[src/rtl/qenc_pkg.sv]
package qenc_pkg;

    typedef enum logic [1:0] {
        QM_OFF    = 2'b00,
        QM_B_ONLY = 2'b01,
        QM_A_ONLY = 2'b10,
        QM_BOTH   = 2'b11
    } qmode_e;

    // conditioned levels plus transition flags of one cycle
    typedef struct packed {
        logic edge_a;
        logic edge_b;
        logic lvl_a;
        logic lvl_b;
    } qsamp_t;

    // decoded step request
    typedef struct packed {
        logic valid;
        logic down;
        logic cnt_req;
    } qstep_t;

    function automatic logic step_is_down(qsamp_t s);
        if (s.edge_a)
            return (s.lvl_a == s.lvl_b);
        return (s.lvl_a != s.lvl_b);
    endfunction

    function automatic logic mode_counts(qmode_e m, qsamp_t s);
        case (m)
            QM_B_ONLY: return s.edge_b;
            QM_A_ONLY: return s.edge_a;
            QM_BOTH:   return 1'b1;
            default:   return 1'b0;
        endcase
    endfunction

endpackage

[src/rtl/qenc_chan_cond.sv]
module qenc_chan_cond #(
    parameter int FLT_W = 4
) (
    input  logic             clk,
    input  logic             rst,
    input  logic             raw,
    input  logic             inv,
    input  logic [FLT_W-1:0] flt_len,
    output logic             lvl
);
    logic [1:0]       sync_q;
    logic             pol;
    logic [FLT_W-1:0] run_q;

    always_ff @(posedge clk) begin
        if (rst) sync_q <= '0;
        else     sync_q <= {sync_q[0], raw};
    end

    assign pol = sync_q[1] ^ inv;

    always_ff @(posedge clk) begin
        if (rst) begin
            lvl   <= 1'b0;
            run_q <= '0;
        end else if (pol == lvl) begin
            run_q <= '0;
        end else if (run_q >= flt_len) begin
            lvl   <= pol;
            run_q <= '0;
        end else begin
            run_q <= run_q + 1'b1;
        end
    end
endmodule

[src/rtl/qenc_step_gen.sv]
module qenc_step_gen
    import qenc_pkg::*;
(
    input  logic   clk,
    input  logic   rst,
    input  logic   lvl_a,
    input  logic   lvl_b,
    input  qmode_e mode,
    output qstep_t step
);
    logic   prev_a, prev_b;
    qsamp_t samp;

    always_ff @(posedge clk) begin
        if (rst) begin
            prev_a <= 1'b0;
            prev_b <= 1'b0;
        end else begin
            prev_a <= lvl_a;
            prev_b <= lvl_b;
        end
    end

    always_comb begin
        samp.edge_a  = lvl_a ^ prev_a;
        samp.edge_b  = lvl_b ^ prev_b;
        samp.lvl_a   = lvl_a;
        samp.lvl_b   = lvl_b;
        step.valid   = samp.edge_a ^ samp.edge_b;
        step.down    = step_is_down(samp);
        step.cnt_req = step.valid && mode_counts(mode, samp);
    end
endmodule

[src/rtl/qenc_wrap_cnt.sv]
module qenc_wrap_cnt
    import qenc_pkg::*;
#(
    parameter int CNT_W = 16
) (
    input  logic             clk,
    input  logic             rst,
    input  logic             en,
    input  qstep_t           step,
    input  logic [CNT_W-1:0] reload,
    output logic [CNT_W-1:0] count,
    output logic             dir_down,
    output logic             wrap
);
    always_ff @(posedge clk) begin
        if (rst) begin
            count    <= '0;
            dir_down <= 1'b0;
            wrap     <= 1'b0;
        end else begin
            wrap <= 1'b0;
            if (step.valid)
                dir_down <= step.down;
            if (en && step.cnt_req) begin
                if (step.down) begin
                    if (count == '0) begin
                        count <= reload;
                        wrap  <= 1'b1;
                    end else begin
                        count <= count - 1'b1;
                    end
                end else begin
                    if (count >= reload) begin
                        count <= '0;
                        wrap  <= 1'b1;
                    end else begin
                        count <= count + 1'b1;
                    end
                end
            end
        end
    end
endmodule

[src/rtl/qenc_counter_top.sv]
module qenc_counter_top
    import qenc_pkg::*;
#(
    parameter int CNT_W = 16,
    parameter int FLT_W = 4
) (
    input  logic             clk,
    input  logic             rst,
    input  logic             ch_a_raw,
    input  logic             ch_b_raw,
    input  logic             inv_a,
    input  logic             inv_b,
    input  logic [FLT_W-1:0] flt_a,
    input  logic [FLT_W-1:0] flt_b,
    input  logic [1:0]       mode,
    input  logic             en,
    input  logic [CNT_W-1:0] reload,
    output logic [CNT_W-1:0] count,
    output logic             dir_down,
    output logic             wrap
);
    localparam int NCH = 2;

    logic [NCH-1:0]       raw_v, inv_v, lvl_v;
    logic [FLT_W-1:0]     flt_v [NCH];
    qstep_t               step;

    assign raw_v    = {ch_b_raw, ch_a_raw};
    assign inv_v    = {inv_b, inv_a};
    assign flt_v[0] = flt_a;
    assign flt_v[1] = flt_b;

    for (genvar i = 0; i < NCH; i++) begin : g_ch
        qenc_chan_cond #(.FLT_W(FLT_W)) u_cond (
            .clk     (clk),
            .rst     (rst),
            .raw     (raw_v[i]),
            .inv     (inv_v[i]),
            .flt_len (flt_v[i]),
            .lvl     (lvl_v[i])
        );
    end

    qenc_step_gen u_step (
        .clk   (clk),
        .rst   (rst),
        .lvl_a (lvl_v[0]),
        .lvl_b (lvl_v[1]),
        .mode  (qmode_e'(mode)),
        .step  (step)
    );

    qenc_wrap_cnt #(.CNT_W(CNT_W)) u_cnt (
        .clk      (clk),
        .rst      (rst),
        .en       (en),
        .step     (step),
        .reload   (reload),
        .count    (count),
        .dir_down (dir_down),
        .wrap     (wrap)
    );
endmodule

[config.mk]
export PLATFORM = sky130hd
export DESIGN_NAME = qenc_counter_top
export DESIGN_NICKNAME = d
export VERILOG_FILES = /design/src/rtl/qenc_pkg.sv /design/src/rtl/qenc_chan_cond.sv /design/src/rtl/qenc_step_gen.sv /design/src/rtl/qenc_wrap_cnt.sv /design/src/rtl/qenc_counter_top.sv
export SDC_FILE = /design/constraint.sdc
export NUM_CORES = 1
export LEC_CHECK = 0
export ABC_AREA = 1
export BUFFER_PORTS_ARGS = -buffer_cell sky130_fd_sc_hd__buf_2
export CAP_MARGIN = 10
export CELL_PAD_IN_SITES_DETAIL_PLACEMENT = 1
export CELL_PAD_IN_SITES_GLOBAL_PLACEMENT = 1
export CORE_ASPECT_RATIO = 0.8
export CORE_MARGIN = 2
export CORE_UTILIZATION = 39
export CTS_CLUSTER_DIAMETER = 100
export DETAILED_ROUTE_END_ITERATION = 16
export HOLD_SLACK_MARGIN = 0.06
export PLACE_DENSITY = 0.87
export RECOVER_POWER = 50
export SKIP_LAST_GASP = 1
export SLEW_MARGIN = 20
export SYNTH_ARGS = -nofsm -noshare
export SYNTH_HDL_FRONTEND = slang
export SYNTH_SLANG_ARGS = --single-unit
[constraint.sdc]
create_clock -name clk -period 1.9 [get_ports clk]
set_clock_uncertainty 0.05 [all_clocks]
set_input_delay 0.19 -clock clk [delete_from_list [all_inputs] [get_ports clk]]
set_output_delay 0.19 -clock clk [all_outputs]
set_load 0.02 [all_outputs]
Word level (Yosys, flattened, before mapping)
Index checks and enable logic that the tools add are counted.
{"block": "totals", "reg_bits": 34, "input_bits": 33}
{"block": "op_classes", "add_sub_neg": 4, "magnitude_cmp": 3, "eq_ne": 7, "n_mux": 10, "n_bitwise": 8, "reduce_logical": 8}
{"cell": "16-bit two-way mux", "n": 3}
{"cell": "16-bit by 1-bit adder with 16-bit output (second input constant)", "n": 1}
{"cell": "16-bit >= comparator", "n": 1}
{"cell": "16-bit logical NOT", "n": 1}
{"cell": "16-bit by 1-bit subtractor with 16-bit output (second input constant)", "n": 1}
{"cell": "4-bit by 1-bit adder with 4-bit output (second input constant)", "n": 2}
{"cell": "4-bit >= comparator", "n": 2}
{"cell": "1-bit two-way mux", "n": 6}
{"cell": "3-bit OR reduction", "n": 2}
{"cell": "1-bit bitwise XOR", "n": 5}
{"cell": "2-bit equality test (second input constant)", "n": 2}
{"cell": "2-bit AND reduction", "n": 2}
{"cell": "1-bit equality test", "n": 3}
{"cell": "1-bit inverter", "n": 3}
{"cell": "1-bit one-hot mux with 3 select lines", "n": 1}
{"cell": "2-bit by 1-bit equality test with 1-bit output (second input constant)", "n": 1}
{"cell": "1-bit logical AND", "n": 2}
{"cell": "2-bit OR reduction", "n": 1}
{"cell": "1-bit != test", "n": 1}

Depth between registers and ports, before layout
{"block": "logic_depth", "depth_word": 6, "ltp_mapped": 14, "ltp_nobuf": 14}

Hierarchy
Synthesis repeated with hierarchy kept, for this count alone.
{"block": "unflattened", "hier_cells": 556, "area_unflattened_um2": 3370.7}
{"module": "qenc_wrap_cnt", "instances": 1, "cells_each": 404, "area_each_um2": 2411.1, "seq_area_each_um2": 360.3}
{"module": "qenc_chan_cond", "instances": 2, "cells_each": 60, "area_each_um2": 400.4, "seq_area_each_um2": 140.1}
{"module": "qenc_step_gen", "instances": 1, "cells_each": 32, "area_each_um2": 158.9, "seq_area_each_um2": 40.0}

Least setup slack after synthesis
OpenSTA, ideal clock, no wires.
{"block": "synth_timing", "kind": "register -> register", "startpoint": "register u_cnt.count[0]", "endpoint": "register u_cnt.count[15]", "setup_ns": 0.117, "t_arrival_ns": 1.655, "required_ns": 1.733, "path_slack_ns": 0.077, "stages_incl_launch_ff": 12, "period_less_slack_ns": 1.823, "path_cell_list": "dfxtp_1 > inv_1 > ha_1 > nand4_1 > nor2_1 > nor2_1 > nand2_1 > nand2_1 > nand2_4 > nor2_1 > nor2_1 > nor2_1"}
{"block": "synth_via", "elab_chain_len": 3, "elab_cells_between_ends": 7}
{"item": "start, declared", "line_no": "qenc_wrap_cnt.sv:11", "source": "output logic [CNT_W-1:0] count,"}
{"item": "start signal, assigned", "line_no": "qenc_wrap_cnt.sv:27", "source": "count <= reload;"}
{"item": "start signal, assigned", "line_no": "qenc_wrap_cnt.sv:30", "source": "count <= count - 1'b1;"}
{"item": "start signal, assigned", "line_no": "qenc_wrap_cnt.sv:37", "source": "count <= count + 1'b1;"}
{"item": "16-bit by 1-bit adder with 16-bit output, or another cell as far along", "line_no": "qenc_wrap_cnt.sv:37"}
{"item": "16-bit two-way mux (on tied branches)", "line_no": "qenc_wrap_cnt.sv:33, qenc_wrap_cnt.sv:26"}
{"item": "16-bit two-way mux (*)", "line_no": "qenc_wrap_cnt.sv:25", "source": "if (step.down) begin"}
Mark *: on every way between the ends. The rest lies on a longest branch, timed or not.
A chain may end at the register's enable or synchronous reset.

Worst setup path in the final report
{"block": "layout_timing", "startpoint": "register u_cnt.count[15]", "endpoint": "register u_cnt.count[14]"}
{"block": "layout_via", "elab_chain_len": 3, "elab_cells_between_ends": 5}
{"item": "16-bit >= comparator / 16-bit logical NOT (equally long branches)", "line_no": "qenc_wrap_cnt.sv:33, qenc_wrap_cnt.sv:26"}
{"item": "16-bit two-way mux (on tied branches)", "line_no": "qenc_wrap_cnt.sv:33, qenc_wrap_cnt.sv:26"}
{"item": "16-bit two-way mux (*)", "line_no": "qenc_wrap_cnt.sv:25"}
Marked as above.

==> run summary <==
Final worst path period share - 0.952
Synth Register Bits - 34
Share of cells above drive strength 1 - 0.178
Highest clock rate - 553 MHz
Buffers added on ports - 50
Worst slack at placement - -0.235 ns
Placed Area - 0.00375 mm2
Post-synthesis instance total - 539
DR vias - 3753
Met3 GRT Util - 0.0353
NetSw - 1.61 mW
Maximum VDD drop - 0.417 mV
Cell Chain, Critical Path - ha_1 -> buf_4 -> a21o_1 -> nor2_1 -> nand2_1 -> nor2_4 -> buf_4 -> nand3_1 -> nand3_1 -> nand2_1 -> inv_1
WL per Instance - 15.3 um
Fin. max-slew vios - 0
# Max-Cap Violations - 0
H-tree levels - 2
DRC - 0
Syn_nets - 601
Crit path max fanout - 3
Starting DRC count in detailed routing - 114
TritonCTS Buffers - 5
WP data required - 2.11 ns
Chip Height - 84.9 um
Worst setup EP type - register
RSZ-0062 raised after global routing - yes
Post-DP HPWL - 8970 um
DRT Pass-1 Iters - 4
GR Layer Usage met2 - 0.472
Tmin final - 1.81 ns
Core Rows - 29
Met1 GRT Util - 0.309
Cells after DPL - 714
Setup crit start kind - register
Die ar. - 0.00893 mm2
Synth cell types - 27
CP Class - reg2reg
Multi-input gate area - 0.00218 mm2
Worst-Skew Late Latency - 0.31 ns
Largest net degree at the start of global routing - 24
Switching share of power - 0.450
Vias in the first global route - 4121
Register area share after synthesis - 0.213
Gr usage total - 0.256
ANT nets after route - 0
FF+latch area - 686 um2
CTS root buf - clkbuf_8
WP data arrival - 2.02 ns
Initial antenna violation count - 0
Syn-to-layout area delta - 24.4%
PD cells - 903 mW/mm2
Normalized max-slew margin - 0.685
Run status - finished, final reports clean
Cell Area, Synth - 0.00319 mm2
Total Nets Final - 678
Max Buffers Root-to-Sink - 2
Clock group share of total power - 0.241
Leakage - 2.17 nW
Combinational share of power - 0.530
Crit path largest cell delay - 0.32 ns
Setup ws final - 0.0905 ns
Die span in x - 105 um
Routed wire length - 11100 um
Hold Fails Final Rpt - 0
YS warnings - 0
Setup Viol. Count Final - 0
Via-to-Cell Ratio - 5.18
Finished Core Util - 0.499
I/O Pins - 51
CTS Sinks - 34
Finished Layout Cells - 725
Setup TNS - 0 ns
Int Power - 1.97 mW
Gp weighted congestion - 0.959
CTS tree - done
CP max stage cell - dfxtp_1
Syn Area/Cell - 5.92 um2
Ant. Diodes - 0
GRT overflow - 0
Slew of the pin with the lowest slew margin - 0.468 ns
Seq pwr share - 0.230
Layout fillers - 1129
Starting Density - 0.402
Hold WC Path Type - in2reg
Fin area - 0.00397 mm2
GR peak layer - met2
Core ar. - 0.00795 mm2
First-pass GRT wire length - 18500 um
CTS clk-pin slew, worst paths - 0.08 ns
-- metal layers --
layer  up-vias  part of all wire
met3        23             0.050
met5         -                 0
met1      1787              0.43
li1       1844                 -
met2        99              0.50
met4         0             0.023
-- cells in the final DEF, fill, tap and decap left out, drive strengths merged, types with 2 or more instances in the layout --
cell type  count
nand2        146
nor2          89
inv           84
buf           69
nand3         58
dfxtp         34
ha            29
o21ai         26
a21oi         23
clkbuf        18
xor2          15
nand4         10
xnor2          4
nor3           4
a211o          2
bufinv         2
-- critical path: cells and delay by family, from the launching register on --
kind | cells | cell delay (ns)
simple gates | 6 | 0.60
buf+inv | 3 | 0.33
flops | 1 | 0.32
fa+ha+maj | 1 | 0.29
compound gates | 1 | 0.16
-- cells in the mapped netlist --
master | count | area (um2)
nand3b_1 | 1 | 7.51
nand4_1 | 10 | 62.6
dfxtp_1 | 34 | 681
a211o_1 | 2 | 17.5
o21ai_2 | 1 | 8.76
nor2_4 | 2 | 22.5
xnor2_1 | 4 | 35.0
inv_2 | 3 | 11.3
xor2_1 | 15 | 131
nand3_2 | 1 | 10.0
a21o_1 | 1 | 7.51
nand2_4 | 1 | 11.3
o21ai_0 | 25 | 125
nor2_2 | 6 | 37.5
buf_6 | 2 | 22.5
nand2_1 | 143 | 537
inv_1 | 81 | 304
nor2_1 | 81 | 304
clkbuf_2 | 3 | 15.0
nor3_2 | 1 | 10.0
ha_1 | 29 | 363
nor3_1 | 3 | 15.0
nand3_1 | 57 | 285
a21oi_1 | 23 | 115
buf_2 | 7 | 35.0
clkbuf_1 | 1 | 3.75
nand2_2 | 2 | 12.5
-- final timing paths --
kind / startpoint / endpoint / slack [ns] / cells after the start
worst max-delay path: u_cnt.count[15]$_SDFFE_PP0N_ / u_cnt.count[14]$_SDFFE_PP0N_ / 0.09 / 11
worst min-delay path: ch_a_raw / g_ch[0].u_cond.sync_q[0]$_SDFF_PP0_ / 0.07 / 3
worst max register to register: u_cnt.count[15]$_SDFFE_PP0N_ / u_cnt.count[14]$_SDFFE_PP0N_ / 0.09 / 11
worst min register to register: g_ch[1].u_cond.sync_q[0]$_SDFF_PP0_ / g_ch[1].u_cond.sync_q[1]$_SDFF_PP0_ / 0.37 / 2
-- logic make-up (layout without fill, tap and decap cells) --
group | after synthesis | count (layout) | synth area share
AO/OA/AOI/OAI | 52 | 52 | 0.0859
XOR/XNOR | 19 | 19 | 0.0522
adder cells (fa/ha/maj) | 29 | 29 | 0.114
buffers and inverters | 97 | 175 | 0.123
flip-flops | 34 | 34 | 0.213
AND/OR/NAND/NOR | 308 | 308 | 0.412
-- power by group through the flow --
stage | registers (mW) | logic, mW | clock network (mW)
3_5_place_dp | 0.837 | 1.80 | 0
3_3_place_gp | 0.832 | 1.71 | 0
6_report | 0.823 | 1.90 | 0.863
5_1_grt | 0.831 | 2.10 | 0.890
4_1_cts | 0.820 | 1.85 | 0.866
2_1_floorplan | 0.884 | 1.10 | 0
-- flip-flops by register name, indices dropped and copies added (netlist names) --
signal	flops
u_cnt.wrap	1
g_ch.u_cond.sync_q	4
g_ch.u_cond.run_q	8
g_ch.u_cond.lvl	2
u_cnt.count	16
u_step.prev_b	1
u_step.prev_a	1
u_cnt.dir_down	1
-- area by class of cell --
class / count / share of cell area
clock buffers: 5 / 0.0173
clock inverters: 3 / 0.0173
inverters: 84 / 0.0794
multi-input cells: 408 / 0.550
flip-flops and latches: 34 / 0.173
well taps: 108 / 0.0340
repair buffers: 83 / 0.129
-- stage by stage --
stage	hold WS (ns)	total power, mW
after floorplan	0.247	1.98
after global placement	0.341	2.54
after detailed placement	0.364	2.64
after CTS	0.0740	3.54
after global routing	0.0767	3.82
final	0.0652	3.59
-- repair_timing --
| action | 4_1_cts | 5_1_grt |
|---|---|---|
| setup buffers | 2 | 0 |
| hold buffers | 1 | 0 |
| hold endpoints to repair | 1 | 0 |
| setup endpoints to repair | 11 | 17 |
| resized for setup | 4 | 21 |
| pin swaps | 1 | 2 |
(Power assumes the default switching activity.)
